**src/rtl/tank_pump_pkg.sv**
```systemverilog
package tank_pump_pkg;

  typedef enum logic [1:0] {
    LVL_EMPTY = 2'b00,
    LVL_OK    = 2'b01,
    LVL_FULL  = 2'b10,
    LVL_BAD   = 2'b11
  } level_e;

  localparam int unsigned NUM_TANKS = 2;
  localparam int unsigned TANK_SRC  = 0;
  localparam int unsigned TANK_SNK  = 1;
  localparam int unsigned SW_PER_TANK = 2;  // {full, empty}
  localparam int unsigned NUM_SW    = NUM_TANKS * SW_PER_TANK;

endpackage

```
**src/rtl/tp_sync.sv**
```systemverilog
module tp_sync #(
  parameter int unsigned WIDTH   = 1,
  parameter int unsigned STAGES  = 2,
  parameter logic [WIDTH-1:0] RST_VAL = '0
) (
  input  logic             clk_i,
  input  logic             rst_ni,
  input  logic [WIDTH-1:0] d_i,
  output logic [WIDTH-1:0] q_o
);

  logic [WIDTH-1:0] stg_q [STAGES];

  always_ff @(posedge clk_i or negedge rst_ni) begin
    if (!rst_ni) begin
      for (int i = 0; i < STAGES; i++) stg_q[i] <= RST_VAL;
    end else begin
      stg_q[0] <= d_i;
      for (int i = 1; i < STAGES; i++) stg_q[i] <= stg_q[i-1];
    end
  end

  assign q_o = stg_q[STAGES-1];

endmodule

```
**src/rtl/tp_level_dec.sv**
```systemverilog
module tp_level_dec
  import tank_pump_pkg::*;
(
  input  logic   empty_i,
  input  logic   full_i,
  output level_e level_o
);

  always_comb begin
    unique case ({full_i, empty_i})
      2'b01:   level_o = LVL_EMPTY;
      2'b00:   level_o = LVL_OK;
      2'b10:   level_o = LVL_FULL;
      default: level_o = LVL_BAD;
    endcase
  end

endmodule

```
**src/rtl/tp_pump_fsm.sv**
```systemverilog
module tp_pump_fsm
  import tank_pump_pkg::*;
(
  input  logic   clk_i,
  input  logic   rst_ni,
  input  level_e src_lvl_i,
  input  level_e snk_lvl_i,
  output logic   pump_en_o,
  output logic   on_cmd_o,
  output logic   off_cmd_o,
  output logic   fault_o
);

  logic pump_q, pump_d;
  logic fault_q, fault_d;
  logic on_q, off_q;
  logic lvl_bad, src_dry, snk_top;

  assign lvl_bad = (src_lvl_i == LVL_BAD) || (snk_lvl_i == LVL_BAD);
  assign src_dry = (src_lvl_i == LVL_EMPTY);
  assign snk_top = (snk_lvl_i == LVL_FULL);
  assign fault_d = fault_q | lvl_bad;

  always_comb begin
    pump_d = pump_q;
    if (fault_d)                        pump_d = 1'b0;
    else if (!pump_q && !src_dry && !snk_top) pump_d = 1'b1;
    else if (pump_q && (src_dry || snk_top))  pump_d = 1'b0;
  end

  always_ff @(posedge clk_i or negedge rst_ni) begin
    if (!rst_ni) begin
      pump_q  <= 1'b0;
      fault_q <= 1'b0;
      on_q    <= 1'b0;
      off_q   <= 1'b0;
    end else begin
      pump_q  <= pump_d;
      fault_q <= fault_d;
      on_q    <= pump_d & ~pump_q;
      off_q   <= pump_q & ~pump_d;
    end
  end

  assign pump_en_o = pump_q;
  assign on_cmd_o  = on_q;
  assign off_cmd_o = off_q;
  assign fault_o   = fault_q;

  AST_OFF_AFTER_LIMIT: assert property (@(posedge clk_i) disable iff (!rst_ni)
    (src_lvl_i == LVL_EMPTY || snk_lvl_i == LVL_FULL) |=> !pump_en_o);
  AST_ON_RULE: assert property (@(posedge clk_i) disable iff (!rst_ni)
    (!pump_en_o && !fault_o && (src_lvl_i inside {LVL_OK, LVL_FULL})
     && (snk_lvl_i inside {LVL_EMPTY, LVL_OK})) |=> pump_en_o);
  AST_CMD_EXCL: assert property (@(posedge clk_i) disable iff (!rst_ni)
    !(on_cmd_o && off_cmd_o));
  AST_CMD_NEEDS_EDGE: assert property (@(posedge clk_i) disable iff (!rst_ni)
    (on_cmd_o || off_cmd_o) |-> (pump_en_o != $past(pump_en_o)));
  AST_EDGE_HAS_CMD: assert property (@(posedge clk_i) disable iff (!rst_ni)
    (pump_en_o != $past(pump_en_o)) |-> (on_cmd_o == pump_en_o) && (off_cmd_o == !pump_en_o));
  AST_FAULT_STICKY: assert property (@(posedge clk_i) disable iff (!rst_ni)
    fault_o |=> fault_o);
  AST_FAULT_OFF: assert property (@(posedge clk_i) disable iff (!rst_ni)
    fault_o |-> !pump_en_o);

endmodule

```
**src/rtl/tank_pump_ctrl.sv**
```systemverilog
module tank_pump_ctrl
  import tank_pump_pkg::*;
#(
  parameter int unsigned SYNC_STAGES = 2
) (
  input  logic       clk_i,
  input  logic       rst_ni,
  input  logic       src_empty_i,
  input  logic       src_full_i,
  input  logic       snk_empty_i,
  input  logic       snk_full_i,
  output logic       pump_en_o,
  output logic       on_cmd_o,
  output logic       off_cmd_o,
  output logic       fault_o,
  output logic [1:0] src_level_o,
  output logic [1:0] snk_level_o
);

  // per tank {full, empty}; reset shows both tanks empty so the pump cannot start
  localparam logic [NUM_SW-1:0] SW_RST = {NUM_TANKS{2'b01}};

  logic [NUM_SW-1:0] sw_raw, sw_sync;
  level_e            lvl [NUM_TANKS];

  assign sw_raw = {snk_full_i, snk_empty_i, src_full_i, src_empty_i};

  tp_sync #(
    .WIDTH  (NUM_SW),
    .STAGES (SYNC_STAGES),
    .RST_VAL(SW_RST)
  ) sync_i (
    .clk_i (clk_i),
    .rst_ni(rst_ni),
    .d_i   (sw_raw),
    .q_o   (sw_sync)
  );

  for (genvar t = 0; t < NUM_TANKS; t++) begin : g_tank
    tp_level_dec dec_i (
      .empty_i(sw_sync[t*SW_PER_TANK]),
      .full_i (sw_sync[t*SW_PER_TANK+1]),
      .level_o(lvl[t])
    );
  end

  tp_pump_fsm fsm_i (
    .clk_i    (clk_i),
    .rst_ni   (rst_ni),
    .src_lvl_i(lvl[TANK_SRC]),
    .snk_lvl_i(lvl[TANK_SNK]),
    .pump_en_o(pump_en_o),
    .on_cmd_o (on_cmd_o),
    .off_cmd_o(off_cmd_o),
    .fault_o  (fault_o)
  );

  assign src_level_o = lvl[TANK_SRC];
  assign snk_level_o = lvl[TANK_SNK];

endmodule

```
**config.mk**
```make
export PLATFORM = sky130hd
export DESIGN_NAME = tank_pump_ctrl
export DESIGN_NICKNAME = d
export VERILOG_FILES = /design/src/rtl/tank_pump_pkg.sv /design/src/rtl/tp_sync.sv /design/src/rtl/tp_level_dec.sv /design/src/rtl/tp_pump_fsm.sv /design/src/rtl/tank_pump_ctrl.sv
export SDC_FILE = /design/constraint.sdc
export NUM_CORES = 1
export LEC_CHECK = 0
export ABC_AREA = 1
export BUFFER_PORTS_ARGS = -buffer_cell sky130_fd_sc_hd__clkbuf_2
export CORE_AREA = 2 2 39 41
export DETAILED_ROUTE_END_ITERATION = 7
export DIE_AREA = 0 0 41 43
export GPL_TIMING_DRIVEN = 0
export HOLD_SLACK_MARGIN = 0.15
export SYNTH_ARGS = -nofsm -noshare
export SYNTH_HDL_FRONTEND = slang
export SYNTH_SLANG_ARGS = --single-unit
```
**constraint.sdc**
```tcl
create_clock -name clk_i -period 1.5 [get_ports clk_i]
set_clock_uncertainty 0.05 [all_clocks]
set_input_delay 0.225 -clock clk_i [delete_from_list [all_inputs] [get_ports clk_i]]
set_output_delay 0.225 -clock clk_i [all_outputs]
set_load 0.05 [all_outputs]
```
Word-level counts from Yosys, hierarchy flattened
Index checks and enable logic that the tools add are counted.
W data, S select, Z words.
{"block": "classes", "eq_ne": 7, "muxes": 5, "bitwise": 5, "n_reduce_logical": 11}
{"operator": "$pmux W2 S3", "n": 2}
{"operator": "$eq A2 B2 Y1 const B", "n": 5}
{"operator": "$logic_not A2 Y1", "n": 3}
{"operator": "$eq A2 B1 Y1 const B", "n": 2}
{"operator": "$logic_and A1 B1 Y1", "n": 3}
{"operator": "$logic_not A1 Y1", "n": 3}
{"operator": "$mux W1", "n": 3}
{"operator": "$and A1 B1 Y1", "n": 2}
{"operator": "$logic_or A1 B1 Y1", "n": 2}
{"operator": "$not A1 Y1", "n": 2}
{"operator": "$or A1 B1 Y1", "n": 1}
{"block": "word_totals", "ff_bits": 12, "inputBits": 6, "out_inout_bits": 8, "elab_cells": 34}

Logic depth before layout (Yosys ltp)
Gate-level depths: netlist of run 1.
{"block": "depth", "word_depth": 10, "depth_mapped": 6, "ltp_nobuf": 6}

By module
A second synthesis of run 1 with hierarchy kept.
{"block": "unflattened", "hier_cells": 39, "area_unflattened_um2": 479.2}
{"module": "tp_sync", "instances": 1, "cells_each": 12, "area_each_um2": 235.2, "seq_area_each_um2": 205.2}
{"module": "tp_pump_fsm", "instances": 1, "cells_each": 15, "area_each_um2": 163.9, "seq_area_each_um2": 100.1}
{"module": "tp_level_dec", "instances": 2, "cells_each": 6, "area_each_um2": 40.0, "seq_area_each_um2": 0.0}

Worst setup path after synthesis of run 1
No wires, ideal clock.
{"block": "synth_path", "kind": "reg2out", "startpoint": "register sync_i.stg_q (netlist bit sync_i.q_o[2])", "endpoint": "output port snk_level_o[1]", "arrival_time_ps": 1096, "required_time_ps": 1225, "path_slack_ps": 129, "stages_incl_launch_ff": 4, "n_path_buf": 0, "cell_sequence": "dfstp_2 inv_1 ha_1 or2_1"}
{"block": "synth_between", "elab_chain_cells": 2, "elab_cells_between_ends": 4, "classes_between": "2 x eq/ne; 1 x mux; 1 x reduce/logical"}
{"item": "from (decl)", "line": "tp_sync.sv:12", "source": "logic [WIDTH-1:0] stg_q [STAGES];"}
{"item": "$eq A2 B2 Y1, or another cell as far along", "line": "tp_level_dec.sv:10", "source": "unique case ({full_i, empty_i})"}
{"item": "$pmux W2 S3 *", "line": "tp_level_dec.sv:10"}
{"item": "to (decl)", "line": "tank_pump_ctrl.sv:17", "source": "output logic [1:0] snk_level_o"}
Mark *: on every way between the ends. The rest lies on a longest branch, timed or not.

Worst setup path in the final report of run 1
{"block": "layout_path", "startpoint": "register sync_i.stg_q (netlist bit sync_i.q_o[0])", "endpoint": "output port src_level_o[1]"}
{"block": "layout_between", "elab_chain_cells": 2, "elab_cells_between_ends": 4, "classes_between": "2 x eq/ne; 1 x mux; 1 x reduce/logical"}
{"item": "$eq A2 B2 Y1, or another cell as far along", "line": "tp_level_dec.sv:10"}
{"item": "$pmux W2 S3 *", "line": "tp_level_dec.sv:10"}
{"item": "to (decl)", "line": "tank_pump_ctrl.sv:16", "source": "output logic [1:0] src_level_o,"}
Marked as above.

==> results of run 1 <==
-- registers in the layout (all words and copies together) (netlist names) --
register,flops
fsm_i.on_cmd_o,1
sync_i.stg_q,4
fsm_i.off_cmd_o,1
fsm_i.pump_en_o,1
fsm_i.fault_o,1
sync_i.q_o,4
-- timing repair --
action                                  in CTS  in global routing
endpoints found under the setup margin       4                  4
buffers inserted                             1                  1
endpoints found under the hold margin       16                  0
hold buffers                                 5                  0
gates cloned                                 0                  0
resized for setup                           13                  7
pin swaps                                    1                  2
-- cell usage in the layout, fill, tap and decap left out --
cell type      synthesis  routed
buf_6                  0       1
nand3_2                1       1
nand2_1                2       2
buf_8                  0       3
inv_1                  6       4
or2_1                  2       2
dfrtp_1                8       8
ha_4                   0       3
dfstp_2                4       4
dlygate4sd3_1          0       5
clkbuf_4               0       3
nor2_2                 2       2
ha_1                   6       3
nor2_1                 1       1
buf_4                  0       1
clkbuf_8               0       1
clkbuf_16              0       1
inv_2                  0       2
clkbuf_2               0       9
-- power groups by stage --
stage | Combinational [µW] | Sequential, µW | Clock (µW)
after detailed placement | 71.8 | 350 | 0
final | 121 | 346 | 243
after floorplan | 52.5 | 349 | 0
after CTS | 113 | 345 | 252
after global placement | 71.6 | 350 | 0
after global routing | 131 | 348 | 277
-- per-stage QoR --
step	instance area [µm²]	setup WS [ns]	hold slack (ns)
final	727	-0.158	0.305
after global routing	727	-0.221	0.309
after CTS	699	-0.177	0.306
after detailed placement	534	0.0700	0.0645
after global placement	534	0.0759	0.0608
after floorplan	449	0.129	-0.121
-- metal layers --
metal,global-route usage,vias to the layer above,routed length (µm),share of wire
met1,0.108,138,254,0.40
met5,0,-,0,0
met2,0.150,12,332,0.52
li1,-,140,-,-
met3,0.0471,2,45,0.070
met4,0.100,0,7,0.011
-- worst max-delay path, delay by kind of cell (launching register included) --
kind | cells | cell delay [ns]
DFF | 1 | 0.55
adders and majority gates | 1 | 0.14
and+or+nand+nor | 1 | 0.24
buffers and inverters | 2 | 0.19
-- final cells by class --
cell class	instances	area [µm²]
Clock buffer	4	36.3
Fill cell	124	657
Inverter	6	22.5
Multi-Input combinational cell	14	159
Sequential cell	12	305
Tap cell	16	20.0
Timing Repair Buffer	20	184
-- kinds of logic (layout without fill, tap and decap cells) --
group                    count (synthesis)  in the layout
AND/OR/NAND/NOR                          8              8
flip-flops                              12             12
adder cells (fa/ha/maj)                  6              6
buffers and inverters                    6             30
-- how the worst max path moves through the flow --
stage                                       start        endpoint  depth (start not counted)
final                     sync_i.q_o[0]$_DFF_PN1_  src_level_o[1]                          4
after global routing      sync_i.q_o[0]$_DFF_PN1_  src_level_o[1]                          4
after CTS                 sync_i.q_o[2]$_DFF_PN1_  snk_level_o[1]                          4
after detailed placement  sync_i.q_o[0]$_DFF_PN1_  src_level_o[1]                          4
after global placement    sync_i.q_o[2]$_DFF_PN1_  snk_level_o[1]                          4
after floorplan           sync_i.q_o[2]$_DFF_PN1_  snk_level_o[1]                          3
==> impl_metrics.ini, run 1 <==
[status]
run_status = complete, but fails checks
violations = negative setup slack

[clocking]
numCtsBuffers = 3
cts_buffer_depth = 2
cts_tree = built
clk_latency_ns = 0.26
htree_levels = 1
cts_sinks = 12
clk_pin_slew_ns = 0.07
cts_root_buf = clkbuf_4

[synth]
ys_async_sr_fraction = 1.00
synthMuxAreaShare = 0
synth_area_leader_cell = dfrtp_1
yosysTopAreaCellShare = 0.446
synth.distinct_cells = 9
netlist_top_cells_area = dfrtp_1, dfstp_2, ha_1, inv_1, nor2_2
ys_seq_elements = 12
yosysMostFrequentCell = dfrtp_1
synth.cell_area_um2 = 449
synth-simple-area-share = 0.103
synth-compound-area-share = 0
synth_top_family_by_area = adder cells
yosys_warnings = 0
syn_nets = 44
synthFlopType = dfrtp_1
synth_common_cells = dfrtp_1, ha_1, inv_1
synth_xor_area_frac = 0
synth_fa_ha_area_frac = 0.167
synth-edff-count = 0
ys_seq_area_frac = 0.680
synth_cells = 32
avgSynthCellArea_um2 = 14.0

[sta]
period_share = 1.11
finalSetupTns_ns = -0.504
setup_viol = 4
tightest_slew_ns = 0.284
post-route-min-period_ns = 1.66
drv_slew = 0
fmax_ghz = 0.603
rsz0062_at_grt = yes
setup_ws_ns = -0.158
hold_viol = 0
maxSlewHeadroom = 0.812

[detailed_routing]
ant_nets = 0
avgRoutedWirePerCell_um = 8.89
drc = 0
routed_wl_um = 640
first_pass_iters = 2
post_drt_via_cell_ratio = 4.06
drt_iter0_drc = 1
route.vias.total = 292

[floorplan]
initial_core_util = 0.325
die_h_um = 43
io_pins = 14
die_area_um2 = 1760
die_w_um = 41
core_um2 = 1380
fp-row-count = 14

[critical_path]
crit_path_start_kind = register
cp.arrival_ns = 1.38
crit_path_top_delay_cell = dfstp_2
cp_cell_sequence = inv_2 > ha_4 > or2_1 > buf_8
crit_fanout = 3
reg2reg_to = fsm_i.off_cmd_o$_DFF_PN0_
cp_data_required_time_ns = 1.22
worstSetupPathType = reg2out
r2r_slack_ns = 0.25
max_stage_delay_ns = 0.55
reg2reg_depth = 6
r2r_start = sync_i.q_o[2]$_DFF_PN1_
endpoint_kind = primary output

[power]
p_seq_frac = 0.487
p_int_uw = 545
p_sw_frac = 0.233
pwr-share-comb = 0.171
power_switching_uw = 166
power_frac_clock = 0.342
power_uw = 711
p_leak_uw = 0.000365
max-vdd-ir-drop_v = 0.000497
powerDensity_nw_per_um2 = 978

[hold_path]
hold_path_class = in2async

[place]
place_inst = 61
io_buffers = 13
dp_hpwl_um = 430
gp_congestion = 0.572

[layout]
antenna_cells = 0
nets = 69
drive_above_1_share = 0.554
utilization = 0.525
fin_cells = 72
area_delta_synth_final_pct = 61.8

[grt]
grt_max_degree = 13
grt_overflow = 0
grt_usage = 0.106
grt_pass1_vias = 286
grt_pass1_wl_mm = 1.12
antenna_found_initial = 0

[job]
cap_viol_max_count = 0
(Power assumes the default switching activity.)
==> inputs of run 2 (changes only) <==
- GPL_TIMING_DRIVEN: 0 -> 1
- PLACE_DENSITY: unset -> 0.67
==> impl_metrics.ini, run 2 (synthesis results as in run 1) <==
[layout]
area_delta_synth_final_pct = 63.8
antenna_cells = 0
layout_common_cells = clkbuf_2, dfrtp_1, dlygate4sd3_1
fin_area_um2 = 736
drive_above_1_share = 0.600
regArea_um2 = 307
utilization = 0.532
multi_input_comb_area_um2 = 174
fin_cells = 71
fill_cells = 121
nets = 68
layout_commonest_cell = clkbuf_2

[detailed_routing]
first_pass_iters = 2
drc = 0
route.vias.total = 273
drt_iter0_drc = 10
post_drt_via_cell_ratio = 3.85
ant_nets = 0
avgRoutedWirePerCell_um = 8.79
routed_wl_um = 624

[critical_path]
worstSetupStartpoint = sync_i.q_o[0]$_DFF_PN1_
cp.arrival_ns = 1.37
endpoint_kind = primary output
max_stage_delay_ns = 0.55
crit_fanout = 2
cp_cell_sequence = inv_2 > ha_4 > or2_4 > buf_8
reg2reg_to = fsm_i.off_cmd_o$_DFF_PN0_
crit_path_top_delay_cell = dfstp_2
worstSetupPathType = reg2out
r2r_start = sync_i.q_o[2]$_DFF_PN1_
crit_cells = 4
r2r_slack_ns = 0.24
cp_top_family = flip-flops
cp_num_buf_inv = 2
crit_path_start_kind = register
cp_data_required_time_ns = 1.22
critPathCapture = src_level_o[1]
reg2reg_depth = 6

[status]
violations = negative setup slack
run_status = complete, but fails checks

[floorplan]
core_um2 = 1380
io_pins = 14
die_w_um = 41
fp-row-count = 14
initial_core_util = 0.325
die_h_um = 43
die_area_um2 = 1760

[clocking]
numCtsBuffers = 3
cts_sinks = 12
cts_root_buf = clkbuf_4
htree_levels = 1
cts_tree = built
cts_buffer_depth = 2
clk_latency_ns = 0.26
clk_pin_slew_ns = 0.07

[sta]
maxSlewHeadroom = 0.812
period_share = 1.10
post-route-min-period_ns = 1.64
tightest_slew_ns = 0.281
setup_ws_ns = -0.143
setup_viol = 4
hold_viol = 0
rsz0062_at_grt = yes
drv_slew = 0
fmax_ghz = 0.609

[grt]
grt_max_degree = 13
grt_pass1_wl_mm = 1.04
grt_pass1_vias = 274
grt_overflow = 0
grt_usage = 0.0864
antenna_found_initial = 0

[place]
dp_hpwl_um = 410
place_inst = 61
gp_congestion = 0.629
io_buffers = 13
dpl-instance-area_um2 = 534

[power]
power_uw = 713
p_leak_uw = 0.000360
powerDensity_nw_per_um2 = 969
max-vdd-ir-drop_v = 0.000559

[hold_path]
hold_path_class = reg2reg

[job]
cap_viol_max_count = 0
==> run 2: cell count changes in the layout (fill, tap and decap cells not counted), sizes merged <==
cell  change
buf       -1
==> run 2: timing repair <==
| item | in CTS | in global routing |
|---|---|---|
| setup buffers | 1 | 0 |
| pin swaps | 1 | 1 |
| hold buffers | 5 | 0 |
| hold endpoints to repair | 16 | 0 |
| endpoints found under the setup margin | 4 | 4 |
| resized for setup | 15 | 9 |
==> run 2: metal layers <==
layer | global-route usage | share of wire | vias up
li1 | - | - | 139
met1 | 0.0941 | 0.45 | 122
met2 | 0.150 | 0.48 | 12
met3 | 0.0314 | 0.071 | 0
met4 | 0.0200 | 0 | 0
met5 | 0 | 0 | -
==> run 2: worst register-to-register path, cell delays in order (launching register included) <==
cell	delay [ns]
dfstp_2	0.54
inv_2	0.05
ha_1	0.18
nor2_1	0.11
nand3_2	0.12
nand2_1	0.08
inv_1	0.03
==> run 2: final cells by class <==
cell class | instances | area share
Sequential cell | 12 | 0.417
Timing Repair Buffer | 19 | 0.240
Tap cell | 16 | 0.0272
Multi-Input combinational cell | 14 | 0.236
Clock buffer | 4 | 0.0493
Inverter | 6 | 0.0306
==> run 2: how the worst min path moves through the flow <==
stage,to,startpoint,cells past startpoint
floorplan,fsm_i.fault_o$_DFF_PN0_,rst_ni,0
global placement,fsm_i.off_cmd_o$_DFF_PN0_,rst_ni,1
detailed placement,fsm_i.off_cmd_o$_DFF_PN0_,rst_ni,1
CTS,sync_i.q_o[3]$_DFF_PN0_,sync_i.stg_q[7]$_DFF_PN0_,0
global route,sync_i.q_o[3]$_DFF_PN0_,sync_i.stg_q[7]$_DFF_PN0_,0
finish,sync_i.q_o[1]$_DFF_PN0_,sync_i.stg_q[5]$_DFF_PN0_,0
==> run 2: per-stage QoR <==
stage | hold slack [ns] | TNS (ns) | worst slack [ns]
floorplan | -0.121 | 0 | 0.129
global placement | 0.0602 | 0 | 0.0817
detailed placement | 0.0630 | 0 | 0.0668
CTS | 0.303 | -0.450 | -0.158
global route | 0.310 | -0.578 | -0.188
finish | 0.304 | -0.418 | -0.143
==> run 2: power by group <==
group | total [µW] | switching, µW | leakage (µW) | internal (µW)
clock network | 241 | 94.1 | 0.0000210 | 147
logic | 124 | 63.8 | 0.000201 | 60.2
registers | 347 | 8.21 | 0.000138 | 339
total | 713 | 166 | 0.000360 | 547
==> inputs of run 3 (changes only) <==
- BUFFER_PORTS_ARGS: -buffer_cell sky130_fd_sc_hd__clkbuf_2 -> unset
- DONT_BUFFER_PORTS: unset -> 1
- PLACE_DENSITY: 0.67 -> 0.58
- clock period: 1.5 -> 1.55 ns (I/O delays scaled with it)
==> impl_metrics.ini, run 3 (synthesis results as in run 1) <==
[detailed_routing]
post_drt_via_cell_ratio = 4.19
routed_wl_um = 611
drc = 0
first_pass_iters = 2
drt_iter0_drc = 3
ant_nets = 0
avgRoutedWirePerCell_um = 10.4
route.vias.total = 247

[clocking]
cts_sinks = 12
cts_buffer_depth = 2
cts_root_buf = clkbuf_4
htree_levels = 1
clk_pin_slew_ns = 0.07
clk_latency_ns = 0.26
numCtsBuffers = 3
cts_tree = built

[critical_path]
crit_path_start_kind = register
worstSetupPathType = reg2out
cp.arrival_ns = 1.30
endpoint_kind = primary output
r2r_start = sync_i.q_o[2]$_DFF_PN1_
reg2reg_depth = 6
r2r_slack_ns = 0.31
reg2reg_to = fsm_i.off_cmd_o$_DFF_PN0_
cp_data_required_time_ns = 1.27
crit_fanout = 2

[sta]
drv_slew = 0
hold_viol = 0
rsz0062_at_grt = yes
maxSlewHeadroom = 0.653
setup_ws_ns = -0.0352
setup_viol = 2
period_share = 1.02
post-route-min-period_ns = 1.59
fmax_ghz = 0.631
tightest_slew_ns = 0.520

[power]
power_frac_clock = 0.355
p_sw_frac = 0.234
p_seq_frac = 0.507
pwr-share-comb = 0.138
power_switching_uw = 155
p_leak_uw = 0.000295
p_int_uw = 507
powerDensity_nw_per_um2 = 1050
power_uw = 662
max-vdd-ir-drop_v = 0.000418

[place]
place_inst = 50
gp_congestion = 0.585
io_buffers = 0
dp_hpwl_um = 475

[floorplan]
core_um2 = 1380
die_area_um2 = 1760
io_pins = 14
die_w_um = 41
initial_core_util = 0.325
fp-row-count = 14
die_h_um = 43

[grt]
antenna_found_initial = 0
grt_max_degree = 13
grt_pass1_wl_mm = 1.04
grt_usage = 0.0968
grt_overflow = 0
grt_pass1_vias = 266

[layout]
fill_cells = 139
layout_commonest_cell = dfrtp_1
drive_above_1_share = 0.488
fin_cells = 59
nets = 56
antenna_cells = 0
layout_common_cells = dfrtp_1, dlygate4sd3_1, inv_1, dfstp_2
area_delta_synth_final_pct = 39.8

[status]
run_status = complete, but fails checks
violations = negative setup slack

[hold_path]
hold_path_class = reg2reg
hold_start = sync_i.stg_q[5]$_DFF_PN0_
whs_path_depth = 0
hold_end = sync_i.q_o[1]$_DFF_PN0_

[job]
cap_viol_max_count = 0
run 3: critical path: stages, from the launching register on:
cell and delay [ns]:
dfstp_2 0.54, inv_2 0.06, ha_4 0.15, or2_4 0.30
run 3: final cells by class:
type	count	area, µm²	share of cell area
multi-input cells	14	166	0.265
repair buffers	7	77.6	0.124
flip-flops and latches	12	305	0.486
well taps	16	20.0	0.0319
inverters	6	22.5	0.0359
clock buffers	4	36.3	0.0578
run 3: routing by layer:
layer  up-vias  GRT usage  wire length [µm]
li1        116          -                 -
met1       120     0.0979               238
met2        11      0.131               290
met3         0     0.0471                82
met4         0      0.100                 0
met5         -          0                 0
run 3: through the flow:
step | instance area, µm² | setup WS [ns] | hold slack, ns | util | TNS [ns]
after detailed placement | 497 | 0.139 | -0.113 | 0.359 | 0
after global routing | 628 | -0.0920 | 0.309 | 0.454 | -0.250
after global placement | 497 | 0.161 | -0.113 | 0.359 | 0
after CTS | 603 | -0.0681 | 0.303 | 0.436 | -0.245
final | 628 | -0.0352 | 0.299 | 0.454 | -0.0701
after floorplan | 449 | 0.171 | -0.113 | - | 0
run 3: repair_timing:
item                                   CTS  global route
pin swaps                                2             2
endpoints found under the hold margin   16             0
resized for setup                        7             3
hold buffers                             5             0
setup endpoints to repair                4             4
cloned                                   0             0
buffers inserted                         0             0
run 3: worst max path at each step:
stage | from | endpoint | slack (ns)
5_1_grt | sync_i.q_o[2]$_DFF_PN1_ | snk_level_o[1] | -0.09
4_1_cts | sync_i.q_o[0]$_DFF_PN1_ | src_level_o[1] | -0.07
3_3_place_gp | sync_i.q_o[2]$_DFF_PN1_ | snk_level_o[1] | 0.16
3_5_place_dp | sync_i.q_o[0]$_DFF_PN1_ | src_level_o[1] | 0.14
2_1_floorplan | sync_i.q_o[2]$_DFF_PN1_ | snk_level_o[1] | 0.17
6_report | sync_i.q_o[2]$_DFF_PN1_ | snk_level_o[1] | -0.04
run 3: power groups by stage:
stage / clock [µW] / sequential [µW] / combinational, µW
global route: 264 / 337 / 97.6
floorplan: 0 / 338 / 50.8
detailed placement: 0 / 339 / 65.7
CTS: 248 / 334 / 87.4
global placement: 0 / 338 / 64.6
finish: 235 / 336 / 91.5
